## config.mk

```make
export PLATFORM = sky130hd
export DESIGN_NAME = aud_icu
export DESIGN_NICKNAME = d
export VERILOG_FILES = /design/src/rtl/aud_icu_pkg.sv /design/src/rtl/aud_icu_decode.sv /design/src/rtl/aud_icu_field.sv /design/src/rtl/aud_icu_status.sv /design/src/rtl/aud_icu_merge.sv /design/src/rtl/aud_icu.sv
export SDC_FILE = /design/constraint.sdc
export NUM_CORES = 1
export LEC_CHECK = 0
export ABC_AREA = 1
export BUFFER_PORTS_ARGS = -buffer_cell sky130_fd_sc_hd__buf_2
export CORE_MARGIN = 2
export CORE_UTILIZATION = 47
export CTS_CLUSTER_DIAMETER = 100
export DETAILED_ROUTE_END_ITERATION = 12
export PLACE_DENSITY = 0.91
export SLEW_MARGIN = 20
export SYNTH_ARGS = -nofsm -noshare
export SYNTH_HDL_FRONTEND = slang
export SYNTH_SLANG_ARGS = --single-unit
export TNS_END_PERCENT = 20
```

## constraint.sdc

```tcl
create_clock -name clk -period 1.25 [get_ports clk]
set_input_delay 0.25 -clock clk [delete_from_list [all_inputs] [get_ports clk]]
set_output_delay 0.25 -clock clk [all_outputs]
set_load 0.1 [all_outputs]
```

## src/rtl/aud_icu_pkg.sv

```systemverilog
package aud_icu_pkg;

  // Word index of each register inside the window (offset / 4).
  typedef enum logic [2:0] {
    REG_STAT = 3'd0,
    REG_EN1  = 3'd1,
    REG_EN2  = 3'd2,
    REG_MUTE = 3'd3,
    REG_CLK  = 3'd4,
    REG_SOFT = 3'd5
  } reg_idx_e;

  localparam int unsigned N_REG = 6;
  localparam int unsigned IDX_W = 3;

endpackage

```

## src/rtl/aud_icu_decode.sv

```systemverilog
module aud_icu_decode
  import aud_icu_pkg::*;
#(
  parameter int unsigned ADDR_W   = 12,
  parameter logic [11:0] WIN_BASE = 12'h200
) (
  input  logic [ADDR_W-1:0] addr,
  output logic              hit,
  output logic [IDX_W-1:0]  idx,
  output logic [N_REG-1:0]  sel
);

  localparam int unsigned WIN_LSB = IDX_W + 2;

  logic base_ok;
  logic align_ok;
  logic range_ok;

  assign base_ok  = (addr[ADDR_W-1:WIN_LSB] == WIN_BASE[ADDR_W-1:WIN_LSB]);
  assign align_ok = (addr[1:0] == 2'b00);
  assign idx      = addr[WIN_LSB-1:2];
  assign range_ok = (32'(idx) < N_REG);
  assign hit      = base_ok && align_ok && range_ok;

  for (genvar r = 0; r < N_REG; r++) begin : g_sel
    assign sel[r] = hit && (32'(idx) == r);
  end

endmodule

```

## src/rtl/aud_icu_field.sv

```systemverilog
module aud_icu_field #(
  parameter int unsigned W = 4
) (
  input  logic         clk,
  input  logic         rst_n,
  input  logic         load,
  input  logic [W-1:0] d,
  output logic [W-1:0] q
);

  always_ff @(posedge clk or negedge rst_n) begin
    if (!rst_n)    q <= '0;
    else if (load) q <= d;
  end

endmodule

```

## src/rtl/aud_icu_status.sv

```systemverilog
module aud_icu_status #(
  parameter int unsigned N_SRC = 4
) (
  input  logic             clk,
  input  logic             rst_n,
  input  logic [N_SRC-1:0] req,
  input  logic             wr,
  input  logic [N_SRC-1:0] keep,
  input  logic             ack,
  output logic [N_SRC-1:0] st
);

  logic [N_SRC-1:0] keep_mask;
  logic [N_SRC-1:0] st_nxt;

  always_comb begin
    keep_mask = '1;
    if (wr)  keep_mask = keep_mask & keep;
    if (ack) keep_mask = '0;
    // Requests are applied last so they win against any clear.
    st_nxt = (st & keep_mask) | req;
  end

  always_ff @(posedge clk or negedge rst_n) begin
    if (!rst_n) st <= '0;
    else        st <= st_nxt;
  end

endmodule

```

## src/rtl/aud_icu_merge.sv

```systemverilog
module aud_icu_merge #(
  parameter int unsigned N_SRC = 4
) (
  input  logic [N_SRC-1:0] st,
  input  logic [N_SRC-1:0] en_a,
  input  logic [N_SRC-1:0] en_b,
  output logic             irq
);

  logic [N_SRC-1:0] live;

  for (genvar k = 0; k < N_SRC; k++) begin : g_live
    assign live[k] = st[k] & en_a[k] & en_b[k];
  end

  assign irq = |live;

endmodule

```

## src/rtl/aud_icu.sv

```systemverilog
module aud_icu
  import aud_icu_pkg::*;
#(
  parameter int unsigned ADDR_W     = 12,
  parameter int unsigned DATA_W     = 32,
  parameter int unsigned N_SRC      = 4,
  parameter int unsigned SRC_STRIDE = 4,
  parameter int unsigned N_CLK      = 2,
  parameter int unsigned CLK_STRIDE = 4,
  parameter int unsigned RST_LSB    = 4,
  parameter int unsigned RST_W      = 4,
  parameter logic [11:0] WIN_BASE   = 12'h200
) (
  input  logic              clk,
  input  logic              rst_n,
  input  logic [ADDR_W-1:0] bus_addr,
  input  logic              bus_wr,
  input  logic              bus_rd,
  input  logic [DATA_W-1:0] bus_wdata,
  output logic [DATA_W-1:0] bus_rdata,
  input  logic [N_SRC-1:0]  req_i,
  output logic              irq_o,
  output logic [N_CLK-1:0]  clk_run,
  output logic              core_run,
  output logic [RST_W-1:0]  port_rst_ctl,
  output logic [N_SRC-1:0]  mute_o
);

  logic             hit;
  logic [IDX_W-1:0] idx;
  logic [N_REG-1:0] sel;
  logic [N_REG-1:0] wsel;

  logic [N_SRC-1:0] src_bits;
  logic [N_CLK-1:0] clk_bits;
  logic [N_SRC-1:0] st_q;
  logic [N_SRC-1:0] m1_q;
  logic [N_SRC-1:0] m2_q;
  logic [N_SRC-1:0] mute_q;
  logic [N_CLK-1:0] clk_q;
  logic             core_q;
  logic [RST_W-1:0] soft_q;
  logic             ack;
  logic [DATA_W-1:0] rd_word;

  aud_icu_decode #(
    .ADDR_W  (ADDR_W),
    .WIN_BASE(WIN_BASE)
  ) u_dec (
    .addr(bus_addr),
    .hit (hit),
    .idx (idx),
    .sel (sel)
  );

  assign wsel = sel & {N_REG{bus_wr}};

  // Gather strided fields from the write word.
  for (genvar k = 0; k < N_SRC; k++) begin : g_src_bits
    assign src_bits[k] = bus_wdata[k*SRC_STRIDE];
  end
  for (genvar c = 0; c < N_CLK; c++) begin : g_clk_bits
    assign clk_bits[c] = bus_wdata[c*CLK_STRIDE];
  end

  // A 0 -> 1 move of the lowest port reset bit acknowledges.
  assign ack = wsel[REG_SOFT] & bus_wdata[RST_LSB] & ~soft_q[0];

  aud_icu_status #(.N_SRC(N_SRC)) u_stat (
    .clk  (clk),
    .rst_n(rst_n),
    .req  (req_i),
    .wr   (wsel[REG_STAT]),
    .keep (src_bits),
    .ack  (ack),
    .st   (st_q)
  );

  aud_icu_field #(.W(N_SRC)) u_en1 (
    .clk(clk), .rst_n(rst_n), .load(wsel[REG_EN1]), .d(src_bits), .q(m1_q)
  );
  aud_icu_field #(.W(N_SRC)) u_en2 (
    .clk(clk), .rst_n(rst_n), .load(wsel[REG_EN2]), .d(src_bits), .q(m2_q)
  );
  aud_icu_field #(.W(N_SRC)) u_mute (
    .clk(clk), .rst_n(rst_n), .load(wsel[REG_MUTE]), .d(src_bits), .q(mute_q)
  );
  aud_icu_field #(.W(N_CLK)) u_clk (
    .clk(clk), .rst_n(rst_n), .load(wsel[REG_CLK]), .d(clk_bits), .q(clk_q)
  );
  aud_icu_field #(.W(1)) u_core (
    .clk(clk), .rst_n(rst_n), .load(wsel[REG_SOFT]), .d(bus_wdata[0]), .q(core_q)
  );
  aud_icu_field #(.W(RST_W)) u_soft (
    .clk(clk), .rst_n(rst_n), .load(wsel[REG_SOFT]),
    .d(bus_wdata[RST_LSB +: RST_W]), .q(soft_q)
  );

  aud_icu_merge #(.N_SRC(N_SRC)) u_merge (
    .st  (st_q),
    .en_a(m1_q),
    .en_b(m2_q),
    .irq (irq_o)
  );

  // Read word assembly: fields spread back onto their bit positions.
  always_comb begin
    rd_word = '0;
    case (reg_idx_e'(idx))
      REG_STAT: for (int k = 0; k < N_SRC; k++) rd_word[k*SRC_STRIDE] = st_q[k];
      REG_EN1:  for (int k = 0; k < N_SRC; k++) rd_word[k*SRC_STRIDE] = m1_q[k];
      REG_EN2:  for (int k = 0; k < N_SRC; k++) rd_word[k*SRC_STRIDE] = m2_q[k];
      REG_MUTE: for (int k = 0; k < N_SRC; k++) rd_word[k*SRC_STRIDE] = mute_q[k];
      REG_CLK:  for (int c = 0; c < N_CLK; c++) rd_word[c*CLK_STRIDE] = clk_q[c];
      REG_SOFT: begin
        rd_word[0]                 = core_q;
        rd_word[RST_LSB +: RST_W]  = soft_q;
      end
      default:  rd_word = '0;
    endcase
    if (!hit) rd_word = '0;
  end

  always_ff @(posedge clk or negedge rst_n) begin
    if (!rst_n)      bus_rdata <= '0;
    else if (bus_rd) bus_rdata <= rd_word;
  end

  assign clk_run      = clk_q;
  assign core_run     = core_q;
  assign port_rst_ctl = soft_q;
  assign mute_o       = mute_q;

endmodule

```

==> results of run 1 <==
## path summary, 6_finish.rpt
check                      startpoint           end  slack (ns)  cells past startpoint
setup / recovery           u_en1.q[1]         irq_o       -0.24                      3
hold / removal               req_i[0]  u_stat.st[0]        0.08                      3
setup reg to reg           u_en1.q[1]  bus_rdata[4]        0.10                      6
hold reg to reg            u_en1.q[0]    u_en1.q[0]        0.53                      2
max in group asynchronous       rst_n   u_soft.q[3]        0.52                      3
min in group asynchronous       rst_n   u_mute.q[2]        0.44                      3
## power breakdown
group	leakage [nW]	internal (mW)	switching [mW]	total, mW
registers	0.397	0.972	0.00240	0.974
clock network	0.0353	0.272	0.340	0.612
logic	0.919	0.0746	0.435	0.510
## final cells by class
cell class	count	area, µm²	share of cell area
clock inverters	1	5.005	0.002068
well taps	46	57.56	0.02378
multi-input cells	159	763.2	0.3154
repair buffers	70	700.7	0.2896
inverters	23	86.33	0.03568
clock buffers	7	55.05	0.02275
flip-flops and latches	30	752.0	0.3108
## tightest hold or removal path, delay by kind of cell
| family | cells | cell delay [ns] |
|---|---|---|
| buffers and inverters | 2 | 0.10 |
| AND/OR/NAND/NOR | 1 | 0.05 |
## per-layer routing
layer	part of all wire	up-vias
met3	0.087	10
met5	0	-
met1	0.38	775
li1	-	783
met2	0.51	88
met4	0.017	0
## stage by stage
stage | worst slack (ns) | cell area, µm²
2_1_floorplan | -0.3523 | 1785
3_3_place_gp | -0.1788 | 2278
3_5_place_dp | -0.2760 | 2278
4_1_cts | -0.2212 | 2394
5_1_grt | -0.2745 | 2420
6_report | -0.2369 | 2420
## sequential cells by signal, summed over array words and instances (netlist names)
name	cells
u_en1.q	4
u_core.q	1
bus_rdata	7
u_clk.q	2
u_mute.q	4
u_soft.q	4
u_stat.st	4
u_en2.q	4
## logic make-up after synthesis
kind of cell,share of synthesized area
simple gates,0.3151
buf+inv,0.1616
flops,0.4428
compound gates,0.07823
other cells,0.002212
## timing repair
action                                  4_1_cts  5_1_grt
gates resized for setup                       0        2
hold buffers                                  1        0
endpoints found under the setup margin        1       12
endpoints found under the hold margin        30        0
setup buffers                                 6        3
pin swaps                                     3        2
## synthesized netlist by cell type
cell type                   number
sky130_fd_sc_hd__nand2_2         2
sky130_fd_sc_hd__o21ai_1        16
sky130_fd_sc_hd__nand2_1        62
sky130_fd_sc_hd__nand2_4         4
sky130_fd_sc_hd__conb_1          1
sky130_fd_sc_hd__inv_1          22
sky130_fd_sc_hd__o2bb2ai_1       1
sky130_fd_sc_hd__a22o_1          1
sky130_fd_sc_hd__nand3_1        14
sky130_fd_sc_hd__nand4_4         1
sky130_fd_sc_hd__nand4_1         5
sky130_fd_sc_hd__nor2_4          1
sky130_fd_sc_hd__o21ai_0         7
sky130_fd_sc_hd__nor2_8          1
sky130_fd_sc_hd__nor2_1         16
sky130_fd_sc_hd__nor3_2          3
sky130_fd_sc_hd__inv_2           1
sky130_fd_sc_hd__buf_4          25
sky130_fd_sc_hd__dfrtp_1        30
==> results.md, run 1 <==
* Drt wl/cell at roughly 13 µm
* Number of distinct standard cells referenced by the synthesized netlist at 19
* Clock tree root buffer cell: sky130_fd_sc_hd__clkbuf_4
* Post-route total power at roughly 2.1 mW
* Data arrival at the endpoint of the critical path at 1.24 ns
* Static leakage at approximately 1.4 nW
* Power Density at 866.2 nW/µm²
* Post-route core utilization at 0.7139
* Number of core rows at 21
* Slowest cell delay on critical path at 0.41 ns
* Hold WS at approximately 0.077 ns
* Pin count of the biggest net entering global routing at 31
* Critical-path cell with the highest stage delay: sky130_fd_sc_hd__dfrtp_1
* Fmax at around 670 MHz
* DR vias at ~1700
* Worst Path Required at 1.00 ns
* Antenna violations before repair at 0
* Post-Syn Instances at ~210
* Violated checks: negative setup slack
* M3 GR Usage at 0.06866
* Initial core utilization at 0.5002
* Detailed Routing Iterations Pass 1 at 4
* Clock Latency Late Sink at roughly 0.34 ns
* Synth-to-layout area growth at 42.73%
* Share of layout cells above drive strength 1 at 0.3138
* Vias per inst at 4.929
* Number of buffers inserted during clock tree synthesis at 5
* Cell family with the largest share of critical-path delay: flip-flops
* Final setup violation count at 1
* Largest cells by area after synthesis: sky130_fd_sc_hd__dfrtp_1, sky130_fd_sc_hd__nand2_1, sky130_fd_sc_hd__buf_4
* Drc violations at 0
* DR iter-0 viols at slightly above 80
* Floorplan die area at ~4000 µm²
* Final Hold Viols at 0
* Final weighted congestion of routability-driven global placement at between 0.8 and 0.9
* Met1 track utilization from global routing at 0.2405
* Global routing met2 resource utilization at 0.3802
* RSZ-0062 raised after global routing: true
* Sink count of the clock tree at 30
* Post-Layout Cell Count at 336
* Largest fanout of any net on the critical path at 2
* Synthesized flop and latch total at 30
* Final #Nets at between 300 and 400
* Count of H-tree levels built during CTS at 2
* Number of buffers and inverters on the critical path at 1
* Final Skew at 0.005039 ns
* Core Region at 3390 µm²
* Maximum buffer depth of the clock tree at 2
* Overall track demand over capacity in global routing at 0.2186
* Highest ir drop seen on vdd at roughly 570 µV
* Count of pins on the block boundary at 96
* Result of the run: finished with violations
* Fraction of the cycle the final worst path needs at 1.190
* Wire length of the first global-routing pass at just under 7 mm
* Yosys warns at 0
* Synth Area per Inst at between 7 and 8 µm²
* Layer with the highest usage: met2
* Half-perimeter wire length after detailed placement at between 3 and 4 mm
* Class of the tightest hold or removal check: in2reg
* Fin crit period at between 1 and 1.5 ns
* I/O Buffers at 45
* Cells traversed along the worst timing path: nand3_1 -> nand4_1 -> buf_12
* Share of synthesized area occupied by flip-flops and latches at 0.4428
* Final-layout fill cell count at 246
* Critical path class: reg2out
* Leading cell type in the layout, fill and taps excluded: sky130_fd_sc_hd__nand2_1
* Die Y at around 64 µm
* Sort of element at the start of the critical path: flop
* DP Cell Count at ~320
* Mapped cell area at about 1700 µm²
* Area share of the largest cell type after synthesis at 0.4428
* Count of maximum capacitance violations at 0
* Antenna Cells at 0
* Via count of the first global-routing pass at between 1500 and 2000
* Remaining antenna violation count at 0
* Setup ws final at -0.2369 ns
* Element type at the critical path end: primary output
* Highest-count cells in the layout ignoring fill and taps: sky130_fd_sc_hd__nand2_1, sky130_fd_sc_hd__dfrtp_1, sky130_fd_sc_hd__buf_2, sky130_fd_sc_hd__conb_1, sky130_fd_sc_hd__buf_4
* Top cell type by total area after synthesis: sky130_fd_sc_hd__dfrtp_1
* Clock Pin Slew Worst Setup and Hold Paths at approximately 0.090 ns
* Total length of routed wires at around 4.2 mm
* Sum of negative setup slack at -0.2369 ns
* Horiz. Die Dim at 64.06 µm
* Global route total overflow at 0
* Max-slew violation count at 0
* Clock tree from TritonCTS: done
(Power assumes the default switching activity.)
==> run 2: changes to the inputs <==
CORE_UTILIZATION = 49   (was 47)
SYNTH_HIERARCHICAL = 1   (was not set)
==> results.md, run 2 <==
* Result of the run: finished with violations
* Violated checks: negative setup slack
* Fmax at between 600 and 700 MHz
* EDFF count, synth at 0
* Core Region at roughly 3700 µm²
* Data arrival at the endpoint of the critical path at about 1.2 ns
* Flip-flop cell with the highest count after synthesis: sky130_fd_sc_hd__dfrtp_1
* Die Y at 66.03 µm
* Hold WS at roughly 0.14 ns
* Terminus of the critical flop-to-flop path: bus_rdata[8]
* Static leakage at 1.485 nW
* Highest ir drop seen on vdd at roughly 900 µV
* Pin count of the biggest net entering global routing at 21
* Final setup violation count at 1
* Library cell with the highest instance count after synthesis: sky130_fd_sc_hd__nand2_1
* Synthesized flop and latch total at 30
* Antenna violations before repair at 0
* Worst hold path startpoint: req_i[1]
* Count of pins on the block boundary at 96
* Most frequent cells after synthesis: sky130_fd_sc_hd__nand2_1, sky130_fd_sc_hd__inv_1, sky130_fd_sc_hd__dfrtp_1
* Worst-case register-to-register setup slack at around 0.12 ns
* Yosys warns at 6
* Detailed Routing Iterations Pass 1 at 4
* Final weighted congestion of routability-driven global placement at roughly 0.9
* Mapped cell area at ~1900 µm²
* Floorplan die area at 4360 µm²
* Largest cells by area after synthesis: sky130_fd_sc_hd__dfrtp_1, sky130_fd_sc_hd__nand2_1, sky130_fd_sc_hd__buf_4
* Flip-flop count of the largest register after layout at 7
* Horiz. Die Dim at 66.03 µm
* Share of layout cells above drive strength 1 at 0.2920
* Total placed instance area at approximately 2400 µm²
* Clock tree root buffer cell: sky130_fd_sc_hd__clkbuf_8
* Max-slew violation count at 0
* Half-perimeter wire length after detailed placement at about 3.5 mm
* Class of the tightest hold or removal check: in2reg
* Largest fanout of any net on the critical path at 2
* Count of H-tree levels built during CTS at 2
* Number of core rows at 22
* Sort of element at the start of the critical path: flop
* Vias per inst at approximately 5.0
* Clock Pin Slew Worst Setup and Hold Paths at 0.06 ns
* Drt wl/cell at 13.58 µm
* Initial core utilization at 0.5112
* Via count of the first global-routing pass at roughly 1800
* Power Density at between 800 and 900 nW/µm²
* Overall track demand over capacity in global routing at 0.2564
* Maximum buffer depth of the clock tree at 2
* Sink count of the clock tree at 30
* Final-layout fill cell count at a little under 300
* I/O Buffers at 45
* Drc violations at 0
* Number of cell instances on the worst register-to-register path at 6
* Register area at between 700 and 800 µm²
* Fraction of the cycle the final worst path needs at 1.152
* RSZ-0062 raised after global routing: true
* Final Skew at 0.003024 ns
* Highest-count cells in the layout ignoring fill and taps: sky130_fd_sc_hd__nand2_1, sky130_fd_sc_hd__inv_1, sky130_fd_sc_hd__dfrtp_1, sky130_fd_sc_hd__buf_2, sky130_fd_sc_hd__conb_1
* Top cell type by total area after synthesis: sky130_fd_sc_hd__dfrtp_1
* Cell area after layout at roughly 2600 µm²
* Leading cell type in the layout, fill and taps excluded: sky130_fd_sc_hd__nand2_1
* Area share of the largest cell type after synthesis at 0.3981
* Synth Area per Inst at a little under 7 µm²
* Clock tree from TritonCTS: done
* Share of synthesized registers carrying an async set or reset at 1.000
* Clock Latency Late Sink at 0.29 ns
* Count of maximum capacitance violations at 0
* FF-to-FF Start: u_stat/st[2]
* Element type at the critical path end: primary output
* Wire length of the first global-routing pass at between 8 and 9 mm
* Number of distinct standard cells referenced by the synthesized netlist at 16
* Number of buffers inserted during clock tree synthesis at 5
* Total length of routed wires at approximately 5.3 mm
* Worst Path Required at 1.00 ns
* Fin crit period at about 1.4 ns
* Remaining antenna violation count at 0
* Share of synthesized area occupied by flip-flops and latches at 0.3981
* Global route total overflow at 0
* Largest register by flop count: bus_rdata
* DR vias at 1930
* Post-Syn Instances at 272
* Worst Hold Path Cells at 3
* Final #Nets at between 300 and 400
* Critical path class: reg2out
* Multi-input gate area at roughly 830 µm²
* Terminating pin of the worst hold path: u_stat/st[1]
* Final Hold Viols at 0
* Antenna Cells at 0
* Post-route core utilization at 0.7018
* DR iter-0 viols at ~140
* Setup ws final at -0.1905 ns
* Synth-to-layout area growth at 37.29%
[run 2: per-stage QoR]
stage          worst slack (ns)  instances  power (mW)  setup TNS (ns)
2_1_floorplan           -0.1388        296       1.471         -0.6814
3_3_place_gp           -0.07525        367       1.499          -1.160
3_5_place_dp            -0.1255        367       1.507          -1.786
4_1_cts                 -0.1370        385       2.307         -0.1370
5_1_grt                 -0.2148        387       2.384         -0.2148
6_report                -0.1905        387       2.311         -0.1905
[run 2: power breakdown]
group	total (mW)	internal, mW	leakage, nW	switching (mW)
Clock	0.809	0.443	0.0482	0.366
Combinational	0.526	0.0746	1.04	0.452
Sequential	0.976	0.973	0.393	0.00283
Total	2.31	1.49	1.49	0.820
[run 2: cells by family after synthesis]
kind of cell           synth area share
AOI/OAI and AO/OA               0.01327
buffers and inverters            0.2203
DFF                              0.3981
other                          0.001989
and+or+nand+nor                  0.3663
[run 2: timing repair]
action,4_1_cts,5_1_grt
buffers inserted,9,2
endpoints found under the setup margin,1,2
endpoints found under the hold margin,18,0
hold buffers,1,0
pin swaps,0,3
resized for setup,2,4
[run 2: critical path: stages, from the launching register on]
cell and delay, ns:
sky130_fd_sc_hd__dfrtp_1 0.40, sky130_fd_sc_hd__nand3_2 0.09, sky130_fd_sc_hd__nand2_1 0.05, sky130_fd_sc_hd__inv_1 0.09
sky130_fd_sc_hd__nand2_2 0.09, sky130_fd_sc_hd__buf_12 0.17
[run 2: layout make-up]
class / count / share of cell area
Clock inverter: 1 / 0.001933
Tap cell: 48 / 0.02320
Timing Repair Buffer: 67 / 0.2668
Sequential cell: 30 / 0.2914
Multi-Input combinational cell: 192 / 0.3214
Inverter: 42 / 0.06187
Clock buffer: 7 / 0.03335
[run 2: how the worst max path moves through the flow]
stage | startpoint | to | slack, ns | cells past startpoint
2_1_floorplan | u_clk/q[1] | bus_rdata[4] | -0.14 | 6
3_3_place_gp | bus_addr[8] | u_en2/q[0] | -0.08 | 12
3_5_place_dp | bus_addr[8] | u_en1/q[1] | -0.13 | 12
4_1_cts | u_stat/st[0] | irq_o | -0.14 | 5
5_1_grt | u_en1/q[3] | irq_o | -0.21 | 5
6_report | u_stat/st[0] | irq_o | -0.19 | 5
[run 2: layer usage]
layer  share of wire  track usage  vias up
li1                -            -      910
met1            0.36       0.2942      873
met2            0.51       0.4318      116
met3           0.085      0.05792       31
met4           0.046       0.1582        0
met5               0            0        -
